File: src/rtl/sdram_refresh_pkg.sv
package sdram_refresh_pkg;

  typedef enum logic [2:0] {
    ST_IDLE,
    ST_PRECH,
    ST_WAIT_RP,
    ST_REFR,
    ST_WAIT_RC
  } rf_state_t;

  typedef struct packed {
    logic cs_n;
    logic ras_n;
    logic cas_n;
    logic we_n;
    logic a10;
  } sdram_cmd_t;

  // Average refresh spacing in clock cycles, rounded down so the rate is never too slow.
  function automatic int unsigned refresh_interval(input int unsigned clk_mhz,
                                                   input int unsigned window_us,
                                                   input int unsigned rows);
    return (clk_mhz * window_us) / rows;
  endfunction

  // Command pin pattern for each sequencer state.
  function automatic sdram_cmd_t cmd_for_state(input rf_state_t s);
    sdram_cmd_t c;
    case (s)
      ST_IDLE:  c = '{cs_n: 1'b1, ras_n: 1'b1, cas_n: 1'b1, we_n: 1'b1, a10: 1'b0};
      ST_PRECH: c = '{cs_n: 1'b0, ras_n: 1'b0, cas_n: 1'b1, we_n: 1'b0, a10: 1'b1};
      ST_REFR:  c = '{cs_n: 1'b0, ras_n: 1'b0, cas_n: 1'b0, we_n: 1'b1, a10: 1'b0};
      default:  c = '{cs_n: 1'b0, ras_n: 1'b1, cas_n: 1'b1, we_n: 1'b1, a10: 1'b0};
    endcase
    return c;
  endfunction

endpackage

File: src/rtl/refi_timer.sv
module refi_timer #(
  parameter int unsigned INTERVAL = 1562
) (
  input  logic clk,
  input  logic rst_n,
  output logic tick
);
  localparam int unsigned CW = (INTERVAL > 2) ? $clog2(INTERVAL) : 1;
  localparam logic [CW-1:0] LAST = CW'(INTERVAL - 1);

  logic [CW-1:0] cnt;

  assign tick = (cnt == LAST);

  always_ff @(posedge clk) begin
    if (!rst_n)    cnt <= '0;
    else if (tick) cnt <= '0;
    else           cnt <= cnt + 1'b1;
  end
endmodule

File: src/rtl/owed_counter.sv
module owed_counter #(
  parameter int unsigned MAX_OWED = 8
) (
  input  logic clk,
  input  logic rst_n,
  input  logic tick,
  input  logic consume,
  output logic pending,
  output logic full
);
  localparam int unsigned OW = $clog2(MAX_OWED + 1);
  localparam logic [OW-1:0] LIMIT = OW'(MAX_OWED);

  logic [OW-1:0] owed;

  assign pending = (owed != '0);
  assign full    = (owed == LIMIT);

  always_ff @(posedge clk) begin
    if (!rst_n) begin
      owed <= '0;
    end else begin
      case ({tick, consume})
        2'b10:   if (owed != LIMIT) owed <= owed + 1'b1;
        2'b01:   if (owed != '0)    owed <= owed - 1'b1;
        default: owed <= owed;
      endcase
    end
  end
endmodule

File: src/rtl/refresh_fsm.sv
module refresh_fsm
  import sdram_refresh_pkg::*;
#(
  parameter int unsigned T_RP      = 3,
  parameter int unsigned T_RC      = 7,
  parameter int unsigned NUM_BANKS = 2
) (
  input  logic                 clk,
  input  logic                 rst_n,
  input  logic                 pending,
  input  logic                 grant,
  input  logic [NUM_BANKS-1:0] bank_open,
  output rf_state_t            state,
  output logic                 req,
  output logic                 active,
  output logic                 consume
);
  localparam int unsigned TMAX = (T_RP > T_RC) ? T_RP : T_RC;
  localparam int unsigned WCW  = (TMAX > 2) ? $clog2(TMAX) : 1;

  logic [WCW-1:0] wait_cnt;
  logic           start;

  assign req     = pending && (state == ST_IDLE);
  assign start   = req && grant;
  assign active  = (state != ST_IDLE);
  assign consume = (state == ST_REFR);

  always_ff @(posedge clk) begin
    if (!rst_n) begin
      state    <= ST_IDLE;
      wait_cnt <= '0;
    end else begin
      case (state)
        ST_IDLE: begin
          if (start) state <= (|bank_open) ? ST_PRECH : ST_REFR;
        end
        ST_PRECH: begin
          if (T_RP <= 1) begin
            state <= ST_REFR;
          end else begin
            state    <= ST_WAIT_RP;
            wait_cnt <= WCW'(T_RP - 2);
          end
        end
        ST_WAIT_RP: begin
          if (wait_cnt == '0) state <= ST_REFR;
          else                wait_cnt <= wait_cnt - 1'b1;
        end
        ST_REFR: begin
          if (T_RC <= 1) begin
            state <= ST_IDLE;
          end else begin
            state    <= ST_WAIT_RC;
            wait_cnt <= WCW'(T_RC - 2);
          end
        end
        ST_WAIT_RC: begin
          if (wait_cnt == '0) state <= ST_IDLE;
          else                wait_cnt <= wait_cnt - 1'b1;
        end
        default: state <= ST_IDLE;
      endcase
    end
  end
endmodule

File: src/rtl/sdram_refresh_sched.sv
module sdram_refresh_sched
  import sdram_refresh_pkg::*;
#(
  parameter int unsigned CLK_MHZ   = 100,
  parameter int unsigned WINDOW_US = 32000,
  parameter int unsigned ROWS      = 2048,
  parameter int unsigned T_RP      = 3,
  parameter int unsigned T_RC      = 7,
  parameter int unsigned MAX_OWED  = 8,
  parameter int unsigned NUM_BANKS = 2
) (
  input  logic                 clk,
  input  logic                 rst_n,
  input  logic [NUM_BANKS-1:0] bank_open,
  input  logic                 grant,
  output logic                 req,
  output logic                 urgent,
  output logic                 active,
  output logic                 cmd_cs_n,
  output logic                 cmd_ras_n,
  output logic                 cmd_cas_n,
  output logic                 cmd_we_n,
  output logic                 cmd_a10
);
  localparam int unsigned INTERVAL = refresh_interval(CLK_MHZ, WINDOW_US, ROWS);

  // Internal events, named for the checker and waveforms.
  logic       ev_tick;
  logic       ev_consume;
  logic       owed_pending;
  rf_state_t  seq_state;
  sdram_cmd_t cmd;

  refi_timer #(.INTERVAL(INTERVAL)) u_timer (
    .clk  (clk),
    .rst_n(rst_n),
    .tick (ev_tick)
  );

  owed_counter #(.MAX_OWED(MAX_OWED)) u_owed (
    .clk    (clk),
    .rst_n  (rst_n),
    .tick   (ev_tick),
    .consume(ev_consume),
    .pending(owed_pending),
    .full   (urgent)
  );

  refresh_fsm #(.T_RP(T_RP), .T_RC(T_RC), .NUM_BANKS(NUM_BANKS)) u_fsm (
    .clk      (clk),
    .rst_n    (rst_n),
    .pending  (owed_pending),
    .grant    (grant),
    .bank_open(bank_open),
    .state    (seq_state),
    .req      (req),
    .active   (active),
    .consume  (ev_consume)
  );

  always_comb cmd = cmd_for_state(seq_state);

  assign cmd_cs_n  = cmd.cs_n;
  assign cmd_ras_n = cmd.ras_n;
  assign cmd_cas_n = cmd.cas_n;
  assign cmd_we_n  = cmd.we_n;
  assign cmd_a10   = cmd.a10;
endmodule

File: config.mk
export PLATFORM = sky130hd
export DESIGN_NAME = sdram_refresh_sched
export DESIGN_NICKNAME = d
export VERILOG_FILES = /design/src/rtl/sdram_refresh_pkg.sv /design/src/rtl/refi_timer.sv /design/src/rtl/owed_counter.sv /design/src/rtl/refresh_fsm.sv /design/src/rtl/sdram_refresh_sched.sv
export SDC_FILE = /design/constraint.sdc
export NUM_CORES = 1
export LEC_CHECK = 0
export CAP_MARGIN = 20
export CORE_MARGIN = 1.5
export CORE_UTILIZATION = 50
export CTS_CLUSTER_SIZE = 20
export DETAILED_ROUTE_END_ITERATION = 12
export GPL_ROUTABILITY_DRIVEN = 0
export PLACE_DENSITY = 0.75
export SLEW_MARGIN = 5
export SYNTH_ARGS = -nofsm -noshare
export SYNTH_HDL_FRONTEND = slang
export SYNTH_SLANG_ARGS = --single-unit
File: constraint.sdc
create_clock -name clk -period 2.4 [get_ports clk]
set_input_delay 0.36 -clock clk [delete_from_list [all_inputs] [get_ports clk]]
set_output_delay 0.36 -clock clk [all_outputs]
set_load 0.02 [all_outputs]
==> out/results.txt <==
Hold path start -> u_fsm.wait_cnt[1]
DP Wirelength -> 1810 um
Critical path's most frequent cell -> ha_1
H-tree Lvls -> 1
Unique masters post-synth -> 42
Clock share of power -> 0.296
GRT overflow -> 0
Port buffer count -> 12
R2R Path Start -> u_timer.cnt[1]
Layout area overhead -> 20.9%
Skew final -> 0.00150 ns
Largest net degree at the start of global routing -> 15
Switching pwr -> 151 uW
Final count of negative-setup-slack endpoints -> 0
FF-to-FF End -> u_owed.owed[3]
Mapped cell area -> 0.00123 mm2
Switch share -> 0.250
Worst Hold Depth -> 2
Post-layout util -> 0.654
DRT Pass-1 Iters -> 4
Worst Setup Path Type -> register to register
Syn avg cell area -> 8.38 um2
Status -> completed
Leak -> 0.000615 uW
Seq. cell area -> 423 um2
Setup slack at placement -> -0.0641 ns
CTS Hold Bufs -> 0
Met2 Wirelength -> 1390 um
Reg2reg setup slack -> 0.07 ns
Slew @ Worst Pin -> 0.445 ns
Total track usage -> 0.204
CP Launch Type -> register
Rows -> 17
Commonest non-fill, non-tap cell in the layout -> nor2_1
CP peak stage delay -> 0.35 ns
Share of cells above drive strength 1 -> 0.138
Hold Path Class -> register to register
Antenna violations before repair -> 0
Post-synthesis sequential area ratio -> 0.341
RSZ-0062 raised after global routing -> yes
Final min period -> 2.33 ns
Internal -> 452 uW
WP data required -> 2.61 ns
Initial Util -> 0.541
Multi-input logic area -> 758 um2
Final worst-path cycle share -> 0.972
Max cap viols -> 0
Worst path slowest cell -> a2111o_1
Reg clk slew, reported paths -> 0.12 ns
Fin nets -> 182
Met3 WL post-DR -> 92 um
Violation count after the first detailed-routing iteration -> 36
FILL cells -> 183
M1 WL -> 1260 um
WL/cell -> 14.2 um
CP arrival -> 2.54 ns
Die W -> 52.6 um
Syn Nets -> 161
Critical Path Sink Type -> register
Hold Path Sink -> u_fsm.wait_cnt[1]
Vias in the first global route -> 1039
CP top delay family -> compound AO/OA/AOI/OAI gates
Most frequent cells in the layout -> 20 x nor2_1, 19 x dfxtp_1, 13 x inv_1, 12 x nand2_1, 11 x clkdlybuf4s50_1
Max-Slew Margin vs Limit -> 0.701
CTS tree -> done
Vias -> 1094
Drt drc -> 0
First-pass GRT wire length -> 4320 um
Synth Instances -> 147
Worst ir drop on vdd -> 0.289 mV
Syn. warnings -> 0
Seq cells post-synth -> 21
Die Ht -> 52.6 um
Post-Route Setup TNS -> 0 ns
DR vias/cell -> 5.61
Clk buf depth -> 2
CP cell instances -> inv_1 > ha_1 > nor4b_4 > nand4_1 > ha_2 > ha_1 > a21o_1 > a21oi_2 > mux2i_1 > a2111o_1
N_diodes -> 0
Peak Freq -> 429 MHz
Final ANT Viol Nets -> 0
Num CTS Buffers -> 3
Critical-path maximum fanout -> 3
Non-filler cells, final -> 195
Clk_lat worst skew -> 0.31 ns
Placed insts -> 188
Root buf cell -> clkbuf_4
Worst reg2reg path depth -> 10
Top layer in use -> met4
Combinational share of power -> 0.104
WL final -> 2760 um
Die area -> 0.00277 mm2
Slew Limit Fails -> 0
Sink Count -> 21
Hold Fails Final Rpt -> 0
Boundary Pins -> 13
Pwr per Cell Area -> 405 mW/mm2
Slack of the critical path -> 0.0668 ns
Tot Pwr -> 603 uW
Core area -> 0.00228 mm2
Buf/Inv on CP -> 1
Flop pwr share -> 0.600
==> how the worst max path moves through the flow <==
stage                   start        endpoint  slack (ns)  depth (start not counted)
3_3_place_gp   u_timer.cnt[1]  u_owed.owed[3]        0.08                         10
5_1_grt        u_timer.cnt[1]  u_owed.owed[3]       -0.06                         10
2_1_floorplan  u_timer.cnt[0]  u_owed.owed[3]        0.06                          9
3_5_place_dp   u_timer.cnt[1]  u_owed.owed[3]       -0.06                         10
6_report       u_timer.cnt[1]  u_owed.owed[3]        0.07                         10
4_1_cts        u_timer.cnt[1]  u_owed.owed[3]        0.05                         10
==> layout make-up <==
type,instances,area share
well taps,28,0.0235
repair buffers,21,0.128
multi-input cells,106,0.509
clock buffers,4,0.0176
inverters,15,0.0378
flip-flops and latches,21,0.284
==> through the flow <==
step	area, um2	hold slack (ns)
global route	1490	0.536
finish	1490	0.520
floorplan	1230	0.430
global placement	1410	0.485
detailed placement	1410	0.496
CTS	1450	0.515
==> cells in the mapped netlist (all sizes together) <==
cell type	n	area (um2)
nor4bb	1	10.0
fa	1	20.0
xor2	7	61.3
buf	4	22.5
a22oi	1	7.51
or3	1	6.26
and4	1	8.76
o31a	1	8.76
o21a	1	7.51
nand2b	3	18.8
inv	15	56.3
o32ai	1	8.76
a211oi	3	22.5
o221a	1	11.3
nand2	12	45.0
a32oi	1	8.76
and3	3	18.8
nor3b	1	7.51
xnor2	4	35.0
nand3	3	15.0
nand4	4	25.0
a21oi	7	42.5
nor2	20	75.1
mux2	1	11.3
clkbuf	1	3.75
a221oi	3	26.3
a2111o	1	11.3
a21o	2	15.0
nor2b	3	18.8
dfxtp	21	420
and2	1	6.26
nor3	3	20.0
nand3b	1	7.51
ha	8	100
mux2i	2	20.0
o41ai	1	8.76
o21ai	2	10.0
nor4b	1	8.76
==> power by group through the flow <==
| stage | registers [uW] | logic (uW) | clock network [uW] |
|---|---|---|---|
| floorplan | 369 | 36.9 | 0 |
| finish | 362 | 63.0 | 178 |
| global placement | 368 | 53.3 | 0 |
| CTS | 361 | 56.3 | 178 |
| global route | 362 | 67.5 | 193 |
| detailed placement | 369 | 55.6 | 0 |
==> flip-flops by register name, indices dropped and copies added (netlist names) <==
register and cells:
u_fsm.state 3, u_fsm.wait_cnt 3, u_owed.owed 4, u_timer.cnt 11
==> metal layers <==
layer,GRT usage,vias to the layer above
met5,0,-
met4,0.0427,0
met3,0.0343,2
met2,0.377,24
met1,0.243,522
li1,-,546
==> timing repair <==
item	in CTS	in global routing
endpoints found under the setup margin	1	2
resized for setup	2	6
pin swaps	1	5
setup buffers	1	2
==> worst register-to-register path, cell delays in order, from the launching register on <==
cell      delay, ns
dfxtp_2        0.34
inv_1          0.05
ha_1           0.15
nor4b_4        0.20
nand4_1        0.17
ha_2           0.25
ha_1           0.28
a21o_1         0.17
a21oi_2        0.18
mux2i_1        0.10
a2111o_1       0.35
==> cells by family after synthesis <==
kind of cell,share of synthesized area
AO/OA/AOI/OAI,0.153
XOR/XNOR,0.0783
adder cells (fa/ha/maj),0.0976
buffers and inverters,0.0671
flip-flops,0.341
multiplexers,0.0254
AND/OR/NAND/NOR,0.237
(Power assumes the default switching activity.)
